==> config.mk <==
export PLATFORM = sky130hd
export DESIGN_NAME = irq_group_regs
export DESIGN_NICKNAME = d
export VERILOG_FILES = /design/src/rtl/irqg_pkg.sv /design/src/rtl/irqg_decode.sv /design/src/rtl/irqg_wreg.sv /design/src/rtl/irqg_ident.sv /design/src/rtl/irqg_rdport.sv /design/src/rtl/irq_group_regs.sv
export SDC_FILE = /design/constraint.sdc
export NUM_CORES = 1
export LEC_CHECK = 0
export ABC_AREA = 1
export CAP_MARGIN = 20
export CORE_ASPECT_RATIO = 0.8
export CORE_MARGIN = 5
export CORE_UTILIZATION = 41
export CTS_CLUSTER_SIZE = 8
export DETAILED_ROUTE_END_ITERATION = 10
export PLACE_DENSITY_LB_ADDON = 0.08
export SYNTH_ARGS = -nofsm -noshare
export SYNTH_HDL_FRONTEND = slang
export SYNTH_SLANG_ARGS = --single-unit
==> constraint.sdc <==
create_clock -name clk -period 4 [get_ports clk]
set_input_delay 1 -clock clk [delete_from_list [all_inputs] [get_ports clk]]
set_output_delay 1 -clock clk [all_outputs]
set_load 0.1 [all_outputs]
==> src/rtl/irqg_pkg.sv <==
package irqg_pkg;

   typedef enum logic [1:0] {
      REG_STAT  = 2'd0,
      REG_MASK  = 2'd1,
      REG_IDENT = 2'd2,
      REG_ENAB  = 2'd3
   } irqg_reg_e;

   localparam int REG_COUNT = 4;
   localparam int SEL_LSB   = 2;

   function automatic irqg_reg_e sel_to_reg(input logic [1:0] sel);
      return irqg_reg_e'(sel);
   endfunction

endpackage

==> src/rtl/irqg_decode.sv <==
module irqg_decode #(
   parameter int ADDR_W = 4
) (
   input  logic                   req_valid,
   input  logic                   req_write,
   input  logic [ADDR_W-1:0]      req_addr,
   output logic [irqg_pkg::REG_COUNT-1:0] wr_hit,
   output logic                   rd_go,
   output irqg_pkg::irqg_reg_e    rd_sel
);
   import irqg_pkg::*;

   localparam int SEL_MSB = SEL_LSB + 1;

   logic upper_ok;
   logic aligned;
   logic hit;

   if (ADDR_W < 4) begin : g_bad_addr
      $error("irqg_decode: ADDR_W must be at least 4");
   end

   generate
      if (ADDR_W > 4) begin : g_upper
         assign upper_ok = (req_addr[ADDR_W-1:4] == '0);
      end else begin : g_no_upper
         assign upper_ok = 1'b1;
      end
   endgenerate

   assign aligned = (req_addr[1:0] == 2'b00);
   assign hit     = req_valid & aligned & upper_ok;
   assign rd_go   = hit & ~req_write;
   assign rd_sel  = sel_to_reg(req_addr[SEL_MSB:SEL_LSB]);

   for (genvar r = 0; r < REG_COUNT; r++) begin : g_wr
      assign wr_hit[r] = hit & req_write & (req_addr[SEL_MSB:SEL_LSB] == 2'(r));
   end

endmodule

==> src/rtl/irqg_wreg.sv <==
module irqg_wreg #(
   parameter int WIDTH = 32
) (
   input  logic             clk,
   input  logic             rst_n,
   input  logic             we,
   input  logic [WIDTH-1:0] d,
   output logic [WIDTH-1:0] q
);
   always_ff @(posedge clk) begin
      if (!rst_n)  q <= '0;
      else if (we) q <= d;
   end
endmodule

==> src/rtl/irqg_ident.sv <==
module irqg_ident #(
   parameter int NUM_SRC = 32
) (
   input  logic               clk,
   input  logic               rst_n,
   input  logic [NUM_SRC-1:0] evt,
   input  logic [NUM_SRC-1:0] mask,
   input  logic               clr_we,
   input  logic [NUM_SRC-1:0] clr_data,
   output logic [NUM_SRC-1:0] iir
);
   for (genvar b = 0; b < NUM_SRC; b++) begin : g_bit
      logic set_b;
      logic clr_b;
      assign set_b = evt[b] & ~mask[b];
      assign clr_b = clr_we & clr_data[b];
      always_ff @(posedge clk) begin
         if (!rst_n)     iir[b] <= 1'b0;
         else if (set_b) iir[b] <= 1'b1;
         else if (clr_b) iir[b] <= 1'b0;
      end
   end
endmodule

==> src/rtl/irqg_rdport.sv <==
module irqg_rdport #(
   parameter int NUM_SRC = 32,
   parameter int DATA_W  = 32
) (
   input  logic                clk,
   input  logic                rst_n,
   input  logic                rd_go,
   input  irqg_pkg::irqg_reg_e rd_sel,
   input  logic [NUM_SRC-1:0]  stat_v,
   input  logic [NUM_SRC-1:0]  mask_v,
   input  logic [NUM_SRC-1:0]  ident_v,
   input  logic [NUM_SRC-1:0]  enab_v,
   output logic                rsp_valid,
   output logic [DATA_W-1:0]   rsp_rdata
);
   import irqg_pkg::*;

   logic [NUM_SRC-1:0] pick;
   logic [DATA_W-1:0]  pick_w;

   always_comb begin
      case (rd_sel)
         REG_STAT:  pick = stat_v;
         REG_MASK:  pick = mask_v;
         REG_IDENT: pick = ident_v;
         default:   pick = enab_v;
      endcase
   end

   generate
      if (NUM_SRC < DATA_W) begin : g_pad
         assign pick_w = {{(DATA_W-NUM_SRC){1'b0}}, pick};
      end else begin : g_full
         assign pick_w = pick;
      end
   endgenerate

   always_ff @(posedge clk) begin
      if (!rst_n) begin
         rsp_valid <= 1'b0;
         rsp_rdata <= '0;
      end else begin
         rsp_valid <= rd_go;
         if (rd_go) rsp_rdata <= pick_w;
      end
   end
endmodule

==> src/rtl/irq_group_regs.sv <==
module irq_group_regs #(
   parameter int NUM_SRC = 32,
   parameter int DATA_W  = 32,
   parameter int ADDR_W  = 4
) (
   input  logic               clk,
   input  logic               rst_n,
   input  logic [NUM_SRC-1:0] evt_i,
   input  logic               req_valid,
   input  logic               req_write,
   input  logic [ADDR_W-1:0]  req_addr,
   input  logic [DATA_W-1:0]  req_wdata,
   output logic               rsp_valid,
   output logic [DATA_W-1:0]  rsp_rdata,
   output logic               pend_o
);
   import irqg_pkg::*;

   if (NUM_SRC < 1 || NUM_SRC > DATA_W) begin : g_bad_src
      $error("irq_group_regs: NUM_SRC must be in 1..DATA_W");
   end
   if (DATA_W != 32) begin : g_bad_data
      $error("irq_group_regs: only 32-bit accesses are supported");
   end

   logic [REG_COUNT-1:0] wr_hit;
   logic                 rd_go;
   irqg_reg_e            rd_sel;
   logic [NUM_SRC-1:0]   wdata_n;
   logic [NUM_SRC-1:0]   mask_q;
   logic [NUM_SRC-1:0]   ier_q;
   logic [NUM_SRC-1:0]   iir_q;

   assign wdata_n = req_wdata[NUM_SRC-1:0];

   irqg_decode #(.ADDR_W(ADDR_W)) u_dec (
      .req_valid (req_valid),
      .req_write (req_write),
      .req_addr  (req_addr),
      .wr_hit    (wr_hit),
      .rd_go     (rd_go),
      .rd_sel    (rd_sel)
   );

   irqg_wreg #(.WIDTH(NUM_SRC)) u_mask (
      .clk (clk), .rst_n (rst_n),
      .we  (wr_hit[REG_MASK]), .d (wdata_n), .q (mask_q)
   );

   irqg_wreg #(.WIDTH(NUM_SRC)) u_enab (
      .clk (clk), .rst_n (rst_n),
      .we  (wr_hit[REG_ENAB]), .d (wdata_n), .q (ier_q)
   );

   irqg_ident #(.NUM_SRC(NUM_SRC)) u_ident (
      .clk      (clk),
      .rst_n    (rst_n),
      .evt      (evt_i),
      .mask     (mask_q),
      .clr_we   (wr_hit[REG_IDENT]),
      .clr_data (wdata_n),
      .iir      (iir_q)
   );

   irqg_rdport #(.NUM_SRC(NUM_SRC), .DATA_W(DATA_W)) u_rd (
      .clk       (clk),
      .rst_n     (rst_n),
      .rd_go     (rd_go),
      .rd_sel    (rd_sel),
      .stat_v    (evt_i),
      .mask_v    (mask_q),
      .ident_v   (iir_q),
      .enab_v    (ier_q),
      .rsp_valid (rsp_valid),
      .rsp_rdata (rsp_rdata)
   );

   assign pend_o = |(iir_q & ier_q);

endmodule

==> results of run 1 <==
==> power by group through the flow <==
stage                     clock network [mW]  registers, mW  logic (mW)
after detailed placement                   0           1.39       0.417
after global placement                     0           1.38       0.411
after CTS                               1.40           1.36       0.419
final                                   1.38           1.36       0.421
after floorplan                            0           1.46       0.171
after global routing                    1.46           1.37       0.454
==> sequential cells by signal, summed over array words and instances, names as in the netlist <==
| register | cells |
|---|---|
| u_enab.q | 32 |
| u_ident.iir | 32 |
| u_mask.q | 32 |
| u_rd.rsp_rdata | 32 |
| u_rd.rsp_valid | 1 |
==> logic make-up after synthesis <==
kind of cell / Yosys count / share of synthesized area (%)
AND/OR/NAND/NOR: 468 / 33.7
AO/OA/AOI/OAI: 175 / 15.0
buffers and inverters: 97 / 7.17
flip-flops: 129 / 44.2
==> per-stage QoR <==
step	cell area [sq um]	instances	worst slack [ns]	utilization [%]	total power [mW]
2_1_floorplan	5850	869	1.79	-	1.63
3_3_place_gp	7000	1119	0.908	49.5	1.80
3_5_place_dp	7000	1119	0.898	49.5	1.80
4_1_cts	7510	1146	1.05	53.1	3.18
5_1_grt	7510	1146	1.01	53.1	3.28
6_report	7510	1146	1.08	53.1	3.16
==> layout by cell type (no fill, tap or decap) <==
cell | netlist | layout
nand4_1 | 34 | 34
nor3_4 | 1 | 1
nor4_1 | 1 | 1
clkbuf_16 | 0 | 17
clkbuf_1 | 24 | 5
inv_2 | 5 | 5
nand3b_4 | 1 | 1
nand3_1 | 51 | 51
o21ai_0 | 120 | 120
buf_4 | 8 | 18
clkbuf_8 | 0 | 5
buf_12 | 0 | 1
inv_1 | 35 | 35
a21oi_1 | 49 | 49
buf_2 | 20 | 1
nor2_4 | 3 | 3
dfxtp_1 | 129 | 129
clkdlybuf4s50_1 | 0 | 103
nand2_1 | 207 | 207
nor2_1 | 168 | 168
nand3_2 | 1 | 1
nor2_2 | 1 | 1
o21ai_1 | 6 | 6
==> final cells by class <==
class | count | area (sq um)
fillers | 1368 | 6640
multi-input cells | 643 | 2840
flip-flops and latches | 129 | 2580
repair buffers | 123 | 1190
clock buffers | 27 | 513
well taps | 184 | 230
inverters | 40 | 150
==> worst max-delay path by stage <==
| stage | slack (ns) | startpoint | to |
|---|---|---|---|
| after floorplan | 1.79 | u_ident.iir[26]$_SDFFE_PN0P_ | pend_o |
| after global placement | 0.91 | req_addr[2] | u_rd.rsp_rdata[29]$_SDFFE_PN0P_ |
| after detailed placement | 0.90 | req_addr[2] | u_mask.q[26]$_SDFFE_PN0P_ |
| after CTS | 1.05 | u_rd.rsp_rdata[18]$_SDFFE_PN0P_ | rsp_rdata[18] |
| after global routing | 1.01 | u_rd.rsp_rdata[18]$_SDFFE_PN0P_ | rsp_rdata[18] |
| final | 1.08 | u_rd.rsp_rdata[18]$_SDFFE_PN0P_ | rsp_rdata[18] |
==> worst reg2reg max path, delay by kind of cell, from the launching register on <==
family / cells / cell delay (ns)
DFF: 1 / 0.32
and+or+nand+nor: 1 / 0.09
AOI/OAI and AO/OA: 3 / 0.43
==> routing by layer <==
| metal | wire, microns | global-route usage, % |
|---|---|---|
| met3 | 1330 | 6.01 |
| met2 | 8310 | 35.5 |
| met1 | 8910 | 31.4 |
| met4 | 305 | 8.03 |
| met5 | 0 | 0 |
==> key figures, run 1 <==
Clock tree
  • Setup bufs post-CTS: 0
  • Root Driver: clkbuf_16
  • Worst-Skew Late Latency: between 0.4 and 0.5 ns
  • CTS tree: done
  • # H-tree levels: 4
  • Max clock buf depth: 2
  • Post-cts sizing count: 0
  • TritonCTS Buffers: 17
  • Clock transition at path regs: 0.05 ns
  • # clock sinks: roughly 130
  • # hold bufs at CTS: 0

Pwr
  • Sw power: between 0.8 and 0.9 mW
  • Sw Ratio: between 20% and 30%
  • Power Internal: 2.34 mW
  • Logic pwr share: 13.3%
  • Power density cells: between 400 and 500 nW/um^2
  • Clock power frac: 43.6%
  • Reg power frac: ~43%
  • VDD IR max: 0.296 mV
  • Leakage: around 3 nW

Die
  • # rows: 39
  • Overall die width: 144 microns
  • Initial Util: 41.3%
  • Die Span Y: 117 microns
  • Total core area: between 10000 and 15000 sq um
  • Die area: 16800 sq um
  • I/O pins: roughly 110

Yosys
  • Cells after synthesis: between 800 and 900
  • Most frequent cell after synthesis: nand2_1
  • Library cells used by synthesis: 20
  • Area leader, netlist: dfxtp_1
  • Sequential share of the synthesized area: 44.2%
  • Cell Area, Synth: 5850 sq um
  • Main area contributors after synthesis: dfxtp_1 (44%), nand2_1 (13%), nor2_1 (11%)
  • Async SR Flop Fraction: 0%
  • Number of synthesized flops with an enable pin: 0
  • Synth Warn #: 0
  • Avg Synthesized Cell Area: just under 7 sq um
  • Leading post-synthesis cells by instance count: nand2_1 (207), nor2_1 (168), dfxtp_1 (129)
  • Top_reg_cell synth: dfxtp_1
  • Top-area cell type share of the netlist area: between 40% and 50%
  • FF+latch count, synth: 129
  • Mapped Nets: approximately 940

Min path
  • Hold Path End: u_ident.iir[10]$_SDFFE_PN0P_
  • Hold path cells: 2
  • Hold Crit Class: reg2reg
  • Min-delay src: u_ident.iir[10]$_SDFFE_PN0P_

Place
  • Buffers on Ports: approximately 110
  • RePlAce Congestion: 0.819
  • Post-DP HPWL: around 12000 microns

Cells and area
  • Diode count: 0
  • Share of cells above drive strength 1: about 5.6%
  • Layout area overhead: 28.5%
  • Final #Nets: a little over 1000

Drt
  • Drt via density: around 5.3
  • Via count: approximately 6100
  • Total Wirelength: 18900 microns
  • Detailed Routing Iterations Pass 1: 5
  • Routed WL per cell: between 15 and 20 microns
  • Antenna viol nets, final: 0
  • Starting DRT DRC Count: slightly below 500
  • DRC: 0

Critical path
  • Critical Path Sink Type: primary output
  • CP Class: reg2out
  • Critical-path cell list: clkdlybuf4s50_1
  • CP required: roughly 3.0 ns
  • R2r startpoint: u_mask.q[3]$_SDFFE_PN0P_
  • Cells on worst reg2reg path: 4
  • CP max FO: 2
  • Levels on crit path: 1
  • Worst EP arrival: ~1.9 ns
  • Worst reg2reg setup slack: ~3 ns
  • CP max-delay cell: clkdlybuf4s50_1
  • CP peak stage delay: 1.15 ns
  • Worst Setup Start Kind: register
  • Reg-to-reg endpoint: u_rd.rsp_rdata[3]$_SDFFE_PN0P_
  • Worst path buffer plus inverter count: 1
  • CP delay by family, top: buffers and inverters

Run status
  • Status: finished clean

Global route
  • Vias in the first global route: 5836
  • Largest net degree at the start of global routing: 97
  • Total grt overflow: 0
  • Initial antenna violation count: 0
  • Gr usage total: 23.0%
  • First-pass GRT wire length: about 30000 microns

Timing
  • Slew Viols, Final: 0
  • FMAX: approximately 340 MHz
  • Tcrit/Tclk final: 73.1%
  • Worst-margin pin slew: around 0.98 ns
  • RSZ-0062 raised after global routing: false
  • Rel. slew slack: approximately 34%
  • Count of final setup violators: 0
  • Setup TNS: 0 ns
  • Hold_ws: 0.482 ns
  • Final hold violations: 0
  • Minimum clock period: 2.92 ns
  • Setup Skew: roughly 0.0095 ns

Run
  • Max_cap viols: 0
(Power assumes the default switching activity.)
==> run 2, diff against run 1 <==
clock period = 2.5 ns   (was 4 ns; I/O delays follow)
==> run 2 against run 1 <==
Against the previous run:
- non-clock buffer count up 10
- first-iteration DRC count up 8.1%
- via count grew 1.2%
- critical path type unchanged
==> key figures, run 2 (same netlist as run 1, synthesis figures left out) <==
Run status
  • Status: finished clean

Pwr
  • Sw Ratio: between 20% and 30%
  • Design Power: between 5 and 6 mW
  • VDD IR max: roughly 0.53 mV
  • Logic pwr share: approximately an eighth
  • Power Internal: between 4 and 5 mW
  • Reg power frac: 39.7%
  • Clock power frac: a little under half
  • Power density cells: 714 nW/um^2
  • Sw power: between 1 and 1.5 mW
  • Leakage: 3.14 nW

Clock tree
  • Worst-Skew Late Latency: between 0.4 and 0.5 ns
  • # hold bufs at CTS: 0
  • Post-cts sizing count: 0
  • Root Driver: clkbuf_16
  • Setup bufs post-CTS: 0
  • # clock sinks: about 130
  • # H-tree levels: 4
  • Max clock buf depth: 2
  • Clock transition at path regs: roughly 0.050 ns
  • TritonCTS Buffers: 17
  • CTS tree: done

Critical path
  • CP required: 1.88 ns
  • CP peak stage delay: between 0.3 and 0.4 ns
  • Worst EP arrival: around 1.8 ns
  • CP max FO: 3
  • Worst Setup Start Kind: register
  • Critical-path cell list: nand2_1 -> nand2_1 -> nor2_1 -> nand3_1 -> nor2_1 -> nand2_1 -> buf_12
  • Critical Path Sink Type: primary output
  • CP Class: reg2out
  • CP max-delay cell: dfxtp_1
  • Most used cell, CP: nand2_1

Cells and area
  • Final Non-Filler Cells: about 1200
  • Commonest non-fill, non-tap cell in the layout: nand2_1
  • Layout area overhead: 31.3%
  • Diode count: 0
  • Most frequent cells in the layout: nand2_1 (207), nor2_1 (168), dfxtp_1 (129)
  • Share of cells above drive strength 1: ~11%
  • Final #Nets: just over 1000

Global route
  • Largest net degree at the start of global routing: 74
  • Vias in the first global route: a little under 6000
  • Total grt overflow: 0
  • Gr usage total: between 20% and 30%
  • Initial antenna violation count: 0
  • First-pass GRT wire length: around 31000 microns

Timing
  • Setup Skew: ~0.007 ns
  • RSZ-0062 raised after global routing: false
  • Setup TNS: 0 ns
  • Tcrit/Tclk final: ~95%
  • Worst-margin pin slew: about 0.46 ns
  • Count of final setup violators: 0
  • FMAX: 422 MHz
  • Slew Viols, Final: 0
  • Rel. slew slack: a little under 70%
  • Final hold violations: 0
  • Minimum clock period: 2.37 ns

Place
  • Placed insts: 1129
  • Buffers on Ports: about 110
  • Post-DP HPWL: around 13000 microns
  • RePlAce Congestion: approximately 0.85

Die
  • I/O pins: 106
  • Total core area: about 14000 sq um
  • Die area: between 15000 and 20000 sq um
  • Initial Util: about two fifths
  • Overall die width: approximately 140 microns
  • # rows: 39
  • Die Span Y: 117 microns

Drt
  • Via count: about 6200
  • Antenna viol nets, final: 0
  • Starting DRT DRC Count: 536
  • Routed WL per cell: between 15 and 20 microns
  • DRC: 0
  • Total Wirelength: roughly 19000 microns
  • Detailed Routing Iterations Pass 1: 5
  • Drt via density: between 5 and 6

Run
  • Max_cap viols: 0

Min path
  • Hold Crit Class: reg2reg
## run 2: metrics by stage
stage          hold WS [ns]  area, sq um  worst slack, ns  util, %
6_report              0.478         7670            0.129     54.2
5_1_grt               0.499         7670           0.0647     54.2
4_1_cts               0.482         7670            0.129     54.2
3_5_place_dp          0.473         7050            0.216     49.8
3_3_place_gp          0.464         7050            0.208     49.8
2_1_floorplan         0.453         5850            0.668        -
## run 2: area by class of cell
cell class	instances	area [sq um]
Multi-Input combinational cell	643	2840
Clock inverter	12	163
Clock buffer	20	457
Timing Repair Buffer	133	1250
Fill cell	1374	6480
Sequential cell	129	2580
Tap cell	184	230
Inverter	40	150
## run 2: final timing paths
check,slack (ns),startpoint,to,depth (start not counted)
hold reg to reg,0.48,u_ident.iir[9]$_SDFFE_PN0P_,u_ident.iir[9]$_SDFFE_PN0P_,2
setup reg to reg,1.54,u_mask.q[29]$_SDFFE_PN0P_,u_rd.rsp_rdata[29]$_SDFFE_PN0P_,4
hold / removal,0.48,u_ident.iir[9]$_SDFFE_PN0P_,u_ident.iir[9]$_SDFFE_PN0P_,2
setup / recovery,0.13,u_ident.iir[11]$_SDFFE_PN0P_,pend_o,7
## run 2: power groups by stage
stage / Combinational, mW / Clock (mW) / Sequential, mW
detailed placement: 0.684 / 0 / 2.22
global route: 0.743 / 2.74 / 2.19
global placement: 0.677 / 0 / 2.22
floorplan: 0.273 / 0 / 2.34
CTS: 0.687 / 2.65 / 2.18
finish: 0.690 / 2.61 / 2.18
## run 2: per-layer routing
layer  global-route usage (%)  vias up  share of wire [%]
met4                     6.90        0                1.6
met5                        0        -                  0
met2                     38.5      247                 45
met1                     31.9     2852                 46
met3                     5.16       28                7.8
li1                         -     3027                  -
## run 2: worst max-delay path, delay by kind of cell, from the launching register on
family        cells  cell delay (ns)
simple gates      6             0.81
flops             1             0.33
buf+inv           1             0.19
==> run 3, diff against run 2 <==
HOLD_SLACK_MARGIN = 0.08   (was not set)
PLACE_DENSITY = 0.73   (was not set)
PLACE_DENSITY_LB_ADDON = not set   (was 0.08)
==> run 3 against run 2 <==
Against the previous run:
- clock skew fell by 0.0012 ns
- routed wire length fell by 5.1%
- combinational power fell by 0.7%
- clock-buffer cell count fell by 1
- sequential share of layout area fell by 0.29 points
- sequential power barely moved
- critical path depth did not move
- non-clock buffer count did not move
- via count fell by 0.86%
- first-iteration DRC count fell by 6.0%
- total power rose by 4.3%
- critical path type unchanged
==> key figures, run 3 (same netlist as run 1, synthesis figures left out) <==
Run status
  • Status: finished clean

Critical path
  • CP max FO: 3
  • CP delay by family, top: simple AND/OR/NAND/NOR gates
  • CP max-delay cell: dfxtp_1
  • Worst Setup Start Kind: register
  • Worst EP arrival: roughly 1.7 ns
  • CP required: around 1.9 ns
  • Critical-path cell list: nand2_1 -> nand2_1 -> nor2_1 -> nand4_1 -> nor2_1 -> nand2_1 -> buf_4
  • R2r startpoint: u_mask.q[10]$_SDFFE_PN0P_
  • Most used cell, CP: nand2_1
  • Reg-to-reg endpoint: u_rd.rsp_rdata[10]$_SDFFE_PN0P_
  • CP peak stage delay: 0.32 ns
  • CP Class: reg2out
  • Cells on worst reg2reg path: 4
  • Worst reg2reg setup slack: 1.49 ns
  • Worst path buffer plus inverter count: 1
  • Critical Path Sink Type: primary output

Clock tree
  • # H-tree levels: 4
  • # clock sinks: roughly 130
  • Post-cts sizing count: 0
  • # hold bufs at CTS: 0
  • Root Driver: clkbuf_16
  • CTS tree: done
  • Setup bufs post-CTS: 0
  • Max clock buf depth: 2
  • Clock transition at path regs: around 0.060 ns
  • TritonCTS Buffers: 17
  • Worst-Skew Late Latency: 0.41 ns

Cells and area
  • Layout area overhead: 32.4%
  • Fin area: about 7700 sq um
  • Final #Nets: 1036
  • Commonest non-fill, non-tap cell in the layout: nand2_1
  • Most frequent cells in the layout: nand2_1 (207), nor2_1 (168), dfxtp_1 (129)
  • Finished Core Util: 54.7%
  • Final Non-Filler Cells: approximately 1200
  • Diode count: 0
  • Share of cells above drive strength 1: a little over a tenth

Timing
  • RSZ-0062 raised after global routing: false
  • Rel. slew slack: between 60% and 70%
  • FMAX: around 430 MHz
  • Count of final setup violators: 0
  • Slew Viols, Final: 0
  • Final hold violations: 0
  • Setup TNS: 0 ns
  • Setup Skew: between 0.005 and 0.006 ns
  • Minimum clock period: ~2.3 ns
  • Setup ws final: around 0.18 ns
  • Worst-margin pin slew: about 0.45 ns
  • Tcrit/Tclk final: around 90%
  • Hold_ws: roughly 0.48 ns

Pwr
  • Leakage: 3.15 nW
  • VDD IR max: between 0.4 and 0.5 mV
  • Design Power: about 5.7 mW
  • Power density cells: ~740 nW/um^2

Die
  • # rows: 39
  • Overall die width: 144 microns
  • I/O pins: between 100 and 150
  • Initial Util: between 40% and 50%
  • Die Span Y: approximately 120 microns
  • Total core area: roughly 14000 sq um
  • Die area: 16800 sq um

Place
  • Post-DP HPWL: between 10000 and 15000 microns
  • RePlAce Congestion: between 0.8 and 0.9
  • DP Worst Slack: around 0.23 ns
  • Cell Area, Placed: 7050 sq um
  • Buffers on Ports: 105
  • Placed insts: 1129

Min path
  • Hold Path End: u_ident.iir[19]$_SDFFE_PN0P_
  • Hold Crit Class: reg2reg
  • Hold path cells: 2
  • Min-delay src: u_ident.iir[19]$_SDFFE_PN0P_

Global route
  • Largest net degree at the start of global routing: 80
  • Initial antenna violation count: 0
  • Gr usage total: between 20% and 30%
  • Vias in the first global route: 5883
  • Total grt overflow: 0
  • First-pass GRT wire length: between 20000 and 30000 microns

Drt
  • Detailed Routing Iterations Pass 1: 5
  • DRC: 0
  • Starting DRT DRC Count: between 500 and 600
  • Routed WL per cell: 15.8 microns
  • Total Wirelength: approximately 18000 microns
  • Antenna viol nets, final: 0
  • Via count: 6101
  • Drt via density: between 5 and 6

Run
  • Max_cap viols: 0
## run 3: worst max-delay path by stage
stage	from	to	slack [ns]	depth (start not counted)
2_1_floorplan	u_ident.iir[26]$_SDFFE_PN0P_	pend_o	0.67	6
3_3_place_gp	req_write	u_rd.rsp_rdata[6]$_SDFFE_PN0P_	0.23	6
3_5_place_dp	req_write	u_rd.rsp_rdata[6]$_SDFFE_PN0P_	0.23	6
4_1_cts	u_enab.q[7]$_SDFFE_PN0P_	pend_o	0.17	7
5_1_grt	u_enab.q[7]$_SDFFE_PN0P_	pend_o	0.01	7
6_report	u_enab.q[7]$_SDFFE_PN0P_	pend_o	0.18	7
## run 3: final cells by class
cell class / count / area, sq um
Clock inverter: 13 / 233
Inverter: 40 / 150
Sequential cell: 129 / 2580
Clock buffer: 19 / 453
Timing Repair Buffer: 133 / 1250
Tap cell: 184 / 230
Fill cell: 1348 / 6410
Multi-Input combinational cell: 643 / 2840
## run 3: power breakdown
part | total, mW | internal [mW] | switching, mW
Sequential | 2.17 | 2.13 | 0.0473
Combinational | 0.685 | 0.246 | 0.440
Clock | 2.86 | 1.92 | 0.932
## run 3: worst register-to-register path, cell delays in order, from the launching register on
cell     delay (ns)
dfxtp_1        0.32
o21ai_0        0.24
nand3_1        0.14
o21ai_0        0.11
a21oi_1        0.08
## run 3: layer usage
| metal | routed length (microns) | track usage, % | vias up |
|---|---|---|---|
| li1 | - | - | 3035 |
| met1 | 8170 | 30.2 | 2778 |
| met2 | 8230 | 35.5 | 260 |
| met3 | 1700 | 5.48 | 28 |
| met4 | 299 | 7.65 | 0 |
| met5 | 0 | 0 | - |
